`src/rtl/pwm_codec_pkg.sv`:
```
package pwm_codec_pkg;
  typedef enum logic [1:0] {
    SYM_SYNC = 2'd0,
    SYM_ZERO = 2'd1,
    SYM_ONE  = 2'd2,
    SYM_BAD  = 2'd3
  } sym_e;

  localparam int unsigned SLOT_UNITS    = 8;
  localparam int unsigned LEN_SYNC      = 1;
  localparam int unsigned LEN_ZERO      = 3;
  localparam int unsigned LEN_ONE       = 6;
  localparam int unsigned ZERO_MIN_UNIT = 2;
  localparam int unsigned ONE_MIN_UNIT  = 5;

  function automatic int unsigned sym_units(logic [1:0] s);
    case (s)
      SYM_ZERO: return LEN_ZERO;
      SYM_ONE:  return LEN_ONE;
      default:  return LEN_SYNC;
    endcase
  endfunction
endpackage

```
`src/rtl/pwm_line_sync.sv`:
```
module pwm_line_sync #(
  parameter int unsigned STAGES = 2
) (
  input  logic clk_i,
  input  logic rst_ni,
  input  logic line_i,
  output logic line_s_o,
  output logic rise_o,
  output logic fall_o
);
  logic [STAGES-1:0] sync_q;
  logic              prev_q;

  always_ff @(posedge clk_i or negedge rst_ni) begin
    if (!rst_ni) begin
      sync_q <= '1;
      prev_q <= 1'b1;
    end else begin
      sync_q <= {sync_q[STAGES-2:0], line_i};
      prev_q <= sync_q[STAGES-1];
    end
  end

  assign line_s_o = sync_q[STAGES-1];
  assign rise_o   = ~prev_q & line_s_o;
  assign fall_o   = prev_q & ~line_s_o;
endmodule

```
`src/rtl/pwm_tx.sv`:
```
module pwm_tx
  import pwm_codec_pkg::*;
#(
  parameter int unsigned UNIT_CYC = 4,
  parameter int unsigned CW       = 6
) (
  input  logic       clk_i,
  input  logic       rst_ni,
  input  logic       role_slave_i,
  input  logic       tx_valid_i,
  input  logic [1:0] tx_sym_i,
  input  logic       fall_i,
  output logic       tx_ready_o,
  output logic       drive_low_o
);
  localparam logic [CW-1:0] SLOT_CYC = CW'(SLOT_UNITS * UNIT_CYC);
  localparam logic [CW-1:0] ONE_C    = CW'(1);

  typedef enum logic [1:0] {TX_IDLE, TX_ARM, TX_LOW, TX_GAP} tx_state_e;

  tx_state_e     state_q;
  logic [CW-1:0] len_q, cnt_q, tx_len;
  logic          role_q;

  assign tx_len = CW'(sym_units(tx_sym_i) * UNIT_CYC);

  always_ff @(posedge clk_i or negedge rst_ni) begin
    if (!rst_ni) begin
      state_q <= TX_IDLE;
      len_q   <= '0;
      cnt_q   <= '0;
      role_q  <= 1'b0;
    end else begin
      case (state_q)
        TX_IDLE: if (tx_valid_i) begin
          len_q   <= tx_len;
          role_q  <= role_slave_i;
          cnt_q   <= '0;
          state_q <= role_slave_i ? TX_ARM : TX_LOW;
        end
        TX_ARM: if (fall_i) begin
          cnt_q   <= '0;
          state_q <= TX_LOW;
        end
        TX_LOW: begin
          if (cnt_q == len_q - ONE_C) begin
            cnt_q   <= '0;
            state_q <= role_q ? TX_IDLE : TX_GAP;
          end else begin
            cnt_q <= cnt_q + ONE_C;
          end
        end
        default: begin
          // release for the remainder of the bit slot
          if (cnt_q == SLOT_CYC - len_q - ONE_C) state_q <= TX_IDLE;
          else                                   cnt_q   <= cnt_q + ONE_C;
        end
      endcase
    end
  end

  assign tx_ready_o  = (state_q == TX_IDLE);
  assign drive_low_o = (state_q == TX_LOW);

  AST_IDLE_QUIET: assert property (@(posedge clk_i) disable iff (!rst_ni)
    tx_ready_o |-> !drive_low_o);
  AST_SLAVE_WAITS: assert property (@(posedge clk_i) disable iff (!rst_ni)
    ($rose(drive_low_o) && role_q) |-> $past(fall_i));
  AST_LEN_STABLE: assert property (@(posedge clk_i) disable iff (!rst_ni)
    (!tx_ready_o && $past(!tx_ready_o)) |-> $stable(len_q));
  AST_CNT_BOUND: assert property (@(posedge clk_i) disable iff (!rst_ni)
    cnt_q < SLOT_CYC);
endmodule

```
`src/rtl/pwm_rx.sv`:
```
module pwm_rx
  import pwm_codec_pkg::*;
#(
  parameter int unsigned UNIT_CYC = 4,
  parameter int unsigned CW       = 6
) (
  input  logic       clk_i,
  input  logic       rst_ni,
  input  logic       line_s_i,
  input  logic       rise_i,
  output logic       rx_valid_o,
  output logic [1:0] rx_sym_o
);
  localparam logic [CW-1:0] CNT_MAX  = CW'(SLOT_UNITS * UNIT_CYC);
  localparam logic [CW-1:0] ZERO_MIN = CW'(ZERO_MIN_UNIT * UNIT_CYC);
  localparam logic [CW-1:0] ONE_MIN  = CW'(ONE_MIN_UNIT * UNIT_CYC);

  logic [CW-1:0] cnt_q;
  logic          valid_q;
  sym_e          sym_q, sym_d;

  always_comb begin
    if      (cnt_q < ZERO_MIN) sym_d = SYM_SYNC;
    else if (cnt_q < ONE_MIN)  sym_d = SYM_ZERO;
    else if (cnt_q < CNT_MAX)  sym_d = SYM_ONE;
    else                       sym_d = SYM_BAD;
  end

  always_ff @(posedge clk_i or negedge rst_ni) begin
    if (!rst_ni) begin
      cnt_q   <= '0;
      valid_q <= 1'b0;
      sym_q   <= SYM_SYNC;
    end else begin
      if (!line_s_i) cnt_q <= (cnt_q == CNT_MAX) ? cnt_q : cnt_q + CW'(1);
      else           cnt_q <= '0;
      valid_q <= rise_i;
      if (rise_i) sym_q <= sym_d;
    end
  end

  assign rx_valid_o = valid_q;
  assign rx_sym_o   = sym_q;

  AST_VALID_PULSE: assert property (@(posedge clk_i) disable iff (!rst_ni)
    rx_valid_o |=> !rx_valid_o);
  AST_CNT_SAT: assert property (@(posedge clk_i) disable iff (!rst_ni)
    cnt_q <= CNT_MAX);
  AST_BAD_LONG: assert property (@(posedge clk_i) disable iff (!rst_ni)
    (rx_valid_o && sym_q == SYM_BAD) |-> ($past(cnt_q) == CNT_MAX));
endmodule

```
`src/rtl/pwm_bit_codec.sv`:
```
module pwm_bit_codec
  import pwm_codec_pkg::*;
#(
  parameter int unsigned UNIT_CYC    = 4,
  parameter int unsigned SYNC_STAGES = 2
) (
  input  logic       clk_i,
  input  logic       rst_ni,
  input  logic       role_slave_i,
  input  logic       tx_valid_i,
  input  logic [1:0] tx_sym_i,
  output logic       tx_ready_o,
  input  logic       line_i,
  output logic       drive_low_o,
  output logic       rx_valid_o,
  output logic [1:0] rx_sym_o
);
  localparam int unsigned CW = $clog2(SLOT_UNITS * UNIT_CYC + 1);

  logic line_s, line_rise, line_fall;

  pwm_line_sync #(.STAGES(SYNC_STAGES)) i_sync (
    .clk_i    (clk_i),
    .rst_ni   (rst_ni),
    .line_i   (line_i),
    .line_s_o (line_s),
    .rise_o   (line_rise),
    .fall_o   (line_fall)
  );

  pwm_tx #(.UNIT_CYC(UNIT_CYC), .CW(CW)) i_tx (
    .clk_i        (clk_i),
    .rst_ni       (rst_ni),
    .role_slave_i (role_slave_i),
    .tx_valid_i   (tx_valid_i),
    .tx_sym_i     (tx_sym_i),
    .fall_i       (line_fall),
    .tx_ready_o   (tx_ready_o),
    .drive_low_o  (drive_low_o)
  );

  pwm_rx #(.UNIT_CYC(UNIT_CYC), .CW(CW)) i_rx (
    .clk_i      (clk_i),
    .rst_ni     (rst_ni),
    .line_s_i   (line_s),
    .rise_i     (line_rise),
    .rx_valid_o (rx_valid_o),
    .rx_sym_o   (rx_sym_o)
  );

  AST_TX_HOLD: assert property (@(posedge clk_i) disable iff (!rst_ni)
    (tx_valid_i && !tx_ready_o) |=> (tx_valid_i && $stable(tx_sym_i)));
  AST_ROLE_STEADY: assert property (@(posedge clk_i) disable iff (!rst_ni)
    !tx_ready_o |-> $stable(role_slave_i));
endmodule

```
`config.mk`:
```
export PLATFORM = sky130hd
export DESIGN_NAME = pwm_bit_codec
export DESIGN_NICKNAME = d
export VERILOG_FILES = /design/src/rtl/pwm_codec_pkg.sv /design/src/rtl/pwm_line_sync.sv /design/src/rtl/pwm_tx.sv /design/src/rtl/pwm_rx.sv /design/src/rtl/pwm_bit_codec.sv
export SDC_FILE = /design/constraint.sdc
export NUM_CORES = 1
export LEC_CHECK = 0
export ABC_AREA = 1
export CAP_MARGIN = 20
export CORE_MARGIN = 2
export CORE_UTILIZATION = 60
export DETAILED_ROUTE_END_ITERATION = 7
export DONT_BUFFER_PORTS = 1
export PLACE_DENSITY = 0.76
export RECOVER_POWER = 25
export SYNTH_ARGS = -nofsm -noshare
export SYNTH_HDL_FRONTEND = slang
export SYNTH_SLANG_ARGS = --single-unit
```
`constraint.sdc`:
```
create_clock -name clk_i -period 1.7 [get_ports clk_i]
set_input_delay 0.51 -clock clk_i [delete_from_list [all_inputs] [get_ports clk_i]]
set_output_delay 0.51 -clock clk_i [all_outputs]
set_load 0.01 [all_outputs]
```
==> impl_metrics.py, run 1 <==
metrics = {
    "outcome": {
        "status": "completed",
    },
    "min_path": {
        "hold_depth": 0,
        "min_from": "line_i",
        "worst_hold_path_type": "in -> reg",
    },
    "die": {
        "die_y_um": 51.1,
        "core_mm2": 0.00215,
        "die_w_um": 51.1,
        "die_area_mm2": 0.00261,
        "io_pins": 12,
        "num_rows": 17,
        "start_util": 0.619,
    },
    "clocking": {
        "root_buffer": "clkbuf_4",
        "htree_levels": 1,
        "cts.sinks": 24,
        "cts_buffer_depth": 2,
        "tritoncts": "built",
        "numCtsBuffers": 3,
        "clk_pin_slew_ps": 130,
        "clk_latency_ps": 310,
    },
    "finish": {
        "n_fill_cell": 170,
        "final_cell_mix": "48 x nand2_1, 22 x inv_1, 21 x dfrtp_1",
        "final_net_count": 193,
        "final_common_cell": "nand2_1",
        "syn_to_final_growth_pct": 10.4,
        "diodes": 0,
        "drive_gt1_frac": 0.161,
        "fin_util": 0.684,
    },
    "synthesis": {
        "yosysUniqueCellTypes": 23,
        "ys_ff_latch": 24,
        "synth.cell_area_mm2": 0.00133,
        "synth_seq_area_share": 0.454,
        "yosysWarnings": 0,
        "synth.avg_cell_area_um2": 7.69,
        "synth_nets": 185,
        "syn_inst": 173,
    },
    "timing": {
        "rsz0062_at_grt": "yes",
        "fin_crit_ps": 1630,
        "max-slew-margin-rel": 0.374,
        "fin_ws_ps": 72.3,
        "skew_ps": 3.10,
        "worst_pin_slew_ps": 936,
        "fin_crit_sh": 0.957,
        "hold_viol": 0,
        "setup_violations": 0,
        "setup_tns_ps": 0,
        "max_freq_mhz": 614,
        "finalMaxSlewViolations": 0,
    },
    "setup_path": {
        "cp.required_ps": 1910,
        "arrival_ps": 1840,
        "start_kind": "register",
        "crit_type": "reg -> reg",
        "crit_start": "i_tx.len_q[3]",
        "timing.rr.start": "i_tx.len_q[3]",
        "crit_path_end_kind": "register",
        "reg2reg_depth": 11,
        "cp_max_fo": 5,
    },
    "route": {
        "routedWlPerCell_um": 12.4,
        "routed_wl_um": 2570,
        "avgViaCountPerCell": 5.39,
        "dr.pass1.iters": 4,
        "drc_errors": 0,
        "antenna_left": 0,
        "drt_iter0_drc": 15,
        "vias": 1122,
    },
    "grt": {
        "grt_pass1_vias": 968,
        "grt_antenna_before_repair": 0,
        "grt_usage": 0.209,
        "grt.overflow.total": 0,
        "grt_max_degree": 22,
        "grt_pass1_wl_um": 3920,
    },
    "placement": {
        "dp_hpwl_um": 1870,
        "io_buffer_count": 0,
        "gp_congestion": 0.906,
        "dp_slack_ps": 114,
    },
    "pwr": {
        "total_power_uw": 2160,
        "leakagePower_uw": 0.000738,
        "peakVddDrop_v": 0.000882,
        "power.density_mw_per_mm2": 1470,
    },
    "run": {
        "drv_cap": 0,
    },
}
-- sequential cells by signal (all words and copies together), names as in the netlist --
name	cells
i_rx.cnt_q	6
i_tx.cnt_q	6
i_tx.len_q	3
i_rx.rx_sym_o	2
i_sync.sync_q	2
i_tx.state_q	2
i_rx.rx_valid_o	1
i_sync.prev_q	1
i_tx.role_q	1
-- final cells by class --
| type | count | area, µm² | share of cell area |
|---|---|---|---|
| Inverter | 28 | 105 | 0.0716 |
| Clock buffer | 3 | 22.5 | 0.0153 |
| Multi-Input combinational cell | 120 | 637 | 0.434 |
| Tap cell | 28 | 35.0 | 0.0239 |
| Sequential cell | 24 | 604 | 0.411 |
| Timing Repair Buffer | 4 | 35.0 | 0.0239 |
| Clock inverter | 1 | 30.0 | 0.0204 |
-- path summary, 6_finish.rpt --
| kind | endpoint | slack (ps) |
|---|---|---|
| max reg2reg | i_tx.cnt_q[2] | 70 |
| min in group asynchronous | i_sync.prev_q | 640 |
| max in group asynchronous | i_tx.len_q[4] | 360 |
| min reg2reg | i_sync.sync_q[1] | 370 |
| min | i_sync.sync_q[0] | 180 |
| max | i_tx.cnt_q[2] | 70 |
-- stage by stage --
| step | instances | hold slack [ps] | instance area (µm²) |
|---|---|---|---|
| detailed placement | 200 | 215 | 1350 |
| floorplan | 173 | 214 | 1330 |
| finish | 208 | 178 | 1470 |
| CTS | 205 | 7.06 | 1420 |
| global route | 208 | 155 | 1470 |
| global placement | 200 | 215 | 1350 |
-- synth_stat cells --
master,n,share of area
nor3_1,3,0.011
nand2_1,50,0.14
o22ai_1,1,0.0047
ha_1,5,0.047
inv_2,3,0.0085
buf_6,1,0.0085
o21ai_0,9,0.034
a21oi_2,1,0.0066
inv_1,25,0.071
dfrtp_1,21,0.40
a21oi_1,4,0.015
nor2_2,4,0.019
a31oi_1,1,0.0047
nor2_4,1,0.0085
nand2_2,3,0.014
nand4_1,6,0.028
xnor2_1,1,0.0066
mux2_2,1,0.0085
dfstp_2,3,0.059
nor2_1,15,0.042
nand3_4,1,0.013
nand3_1,13,0.049
nor4_1,1,0.0047
-- layer usage --
layer | track usage | wire length (µm)
met4 | 0.122 | 99
met3 | 0.0380 | 70
met2 | 0.364 | 1340
met5 | 0 | 0
met1 | 0.238 | 1070
-- worst max-delay path, stage by stage, from the launching register on --
cell     delay [ps]
dfrtp_1         430
inv_2            80
ha_4            270
inv_2            30
nand2_2          60
nand3_2          50
nor2_1          100
nand3_1         110
nand2_2         120
nand2_2          80
nor2_4          130
nor2_1           60
-- timing repair --
| action | CTS | global route |
|---|---|---|
| hold buffers | 1 | 1 |
| endpoints found under the setup margin | 0 | 4 |
| setup buffers | 0 | 2 |
| resized for setup | 0 | 8 |
| hold endpoints to repair | 21 | 3 |
-- power by group --
part | switching (µW) | internal (µW)
Combinational | 599 | 347
Sequential | 116 | 691
Clock | 166 | 238
Total | 881 | 1280
-- kinds of logic (layout without fill, tap and decap cells) --
logic type,count (synthesis),in the layout,share of synthesized area
AO/OA/AOI/OAI,16,16,0.0649
XOR/XNOR,1,1,0.00659
adder cells (fa/ha/maj),5,5,0.0470
buffers and inverters,29,36,0.0875
flip-flops,24,24,0.454
multiplexers,1,1,0.00847
AND/OR/NAND/NOR,97,97,0.331
Note: power is estimated with default switching activity, not from simulation.
==> run 2, diff against run 1 <==
--- a/config.mk
+++ b/config.mk
@@ -13,6 +13,7 @@
 export DONT_BUFFER_PORTS = 1
 export PLACE_DENSITY = 0.76
 export RECOVER_POWER = 25
+export SKIP_CTS_REPAIR_TIMING = 1
 export SYNTH_ARGS = -nofsm -noshare
 export SYNTH_HDL_FRONTEND = slang
 export SYNTH_SLANG_ARGS = --single-unit
==> run 2 against run 1 <==
First-iteration DRC count up 33%. Wire length down 0.51%. Count of clock-buffer cells in the layout unchanged. Flip-flop and latch count unchanged. Global-route usage down 0.44 points. Largest power group unchanged.
==> impl_metrics.py, run 2 (same netlist as run 1, synthesis figures left out) <==
metrics = {
    "finish": {
        "fin_util": 0.681,
        "final_net_count": 193,
        "fin_cells": 208,
        "syn_to_final_growth_pct": 10.1,
        "reg_top3": "i_rx.cnt_q: 6 flops, i_tx.cnt_q: 6 flops, i_tx.len_q: 3 flops",
        "final_cell_mix": "48 x nand2_1, 22 x inv_1, 21 x dfrtp_1",
        "final_common_cell": "nand2_1",
        "diodes": 0,
        "drive_gt1_frac": 0.167,
    },
    "outcome": {
        "status": "completed",
    },
    "setup_path": {
        "crit_top_cell": "nand2_2",
        "crit_type": "reg -> reg",
        "slowest_delay_ps": 430,
        "crit_path_end_kind": "register",
        "cp_num_buf_inv": 2,
        "reg2reg_slack_ps": 70,
        "crit_slowest_cell": "dfrtp_1",
        "worstPathCellList": "inv_2 > ha_4 > inv_2 > nand2_2 > nand3_2 > nor2_1 > nand3_1 > nand2_2 > nand2_2 > nor2_4 > nor2_1",
        "cp_max_fo": 5,
        "cp.required_ps": 1910,
        "arrival_ps": 1840,
        "start_kind": "register",
        "cpLargestDelayFamily": "simple AND/OR/NAND/NOR gates",
    },
    "die": {
        "die_y_um": 51.1,
        "die_w_um": 51.1,
        "start_util": 0.619,
        "num_rows": 17,
        "io_pins": 12,
        "core_mm2": 0.00215,
        "die_area_mm2": 0.00261,
    },
    "timing": {
        "setup_violations": 0,
        "rsz0062_at_grt": "yes",
        "hold_viol": 0,
        "max-slew-margin-rel": 0.607,
        "fin_crit_ps": 1630,
        "max_freq_mhz": 615,
        "setup_tns_ps": 0,
        "fin_crit_sh": 0.957,
        "finalMaxSlewViolations": 0,
        "skew_ps": 5.03,
        "worst_pin_slew_ps": 590,
    },
    "grt": {
        "grt_usage": 0.205,
        "grt.overflow.total": 0,
        "grt_max_degree": 25,
        "grt_pass1_wl_um": 3860,
        "grt_antenna_before_repair": 0,
        "grt_pass1_vias": 959,
    },
    "min_path": {
        "worst_hold_path_type": "in -> reg",
    },
    "clocking": {
        "cts.sinks": 24,
        "htree_levels": 1,
        "clk_latency_ps": 310,
        "numCtsBuffers": 3,
        "root_buffer": "clkbuf_4",
        "tritoncts": "built",
        "cts_buffer_depth": 2,
        "clk_pin_slew_ps": 130,
    },
    "placement": {
        "io_buffer_count": 0,
        "gp_congestion": 0.906,
        "dp_hpwl_um": 1870,
        "placed_cells": 200,
    },
    "pwr": {
        "leakagePower_uw": 0.000738,
        "power.density_mw_per_mm2": 1480,
        "peakVddDrop_v": 0.000920,
    },
    "route": {
        "drt_iter0_drc": 20,
        "drc_errors": 0,
        "vias": 1126,
        "routedWlPerCell_um": 12.3,
        "dr.pass1.iters": 4,
        "antenna_left": 0,
        "avgViaCountPerCell": 5.41,
        "routed_wl_um": 2560,
    },
    "run": {
        "drv_cap": 0,
    },
}
-- run 2: changes by cell type in the layout (fill, tap and decap cells not counted), sizes merged --
cell and delta:
dlygate4sd3 -1, clkbuf +1
-- run 2: power by group --
part           switching [µW]  total, µW  internal, µW
sequential                116        807           691
clock                     166        404           238
combinational             603        950           347
total                     885       2160          1280
-- run 2: path summary, 6_finish.rpt --
kind / from / end / depth (start not counted)
max in group asynchronous: rst_ni / i_tx.len_q[3] / 2
worst min register to register: i_sync.sync_q[0] / i_sync.sync_q[1] / 0
worst max-delay path: i_tx.len_q[3] / i_tx.cnt_q[5] / 11
min in group asynchronous: rst_ni / i_tx.cnt_q[4] / 2
worst max register to register: i_tx.len_q[3] / i_tx.cnt_q[5] / 11
worst min-delay path: line_i / i_sync.sync_q[0] / 0
-- run 2: metrics by stage --
step	power (µW)	instance area (µm²)	hold slack, ps	setup WS, ps
global route	2310	1460	155	-28.7
CTS	2000	1410	-141	69.7
finish	2160	1460	177	73.1
detailed placement	1580	1350	215	114
global placement	1550	1350	215	195
floorplan	1460	1330	214	266
-- run 2: final cells by class --
cell class / instances / area (µm²)
fill: 171 / 684
multi-input combinational: 120 / 637
sequential: 24 / 604
inverter: 28 / 105
tap: 28 / 35.0
clock inverter: 1 / 30.0
timing repair buffer: 4 / 30.0
clock buffer: 3 / 22.5
-- run 2: metal layers --
| metal | wire, µm | GRT usage | vias to the layer above |
|---|---|---|---|
| li1 | - | - | 567 |
| met1 | 1060 | 0.229 | 523 |
| met2 | 1340 | 0.359 | 26 |
| met3 | 66 | 0.0380 | 10 |
| met4 | 94 | 0.122 | 0 |
| met5 | 0 | 0 | - |
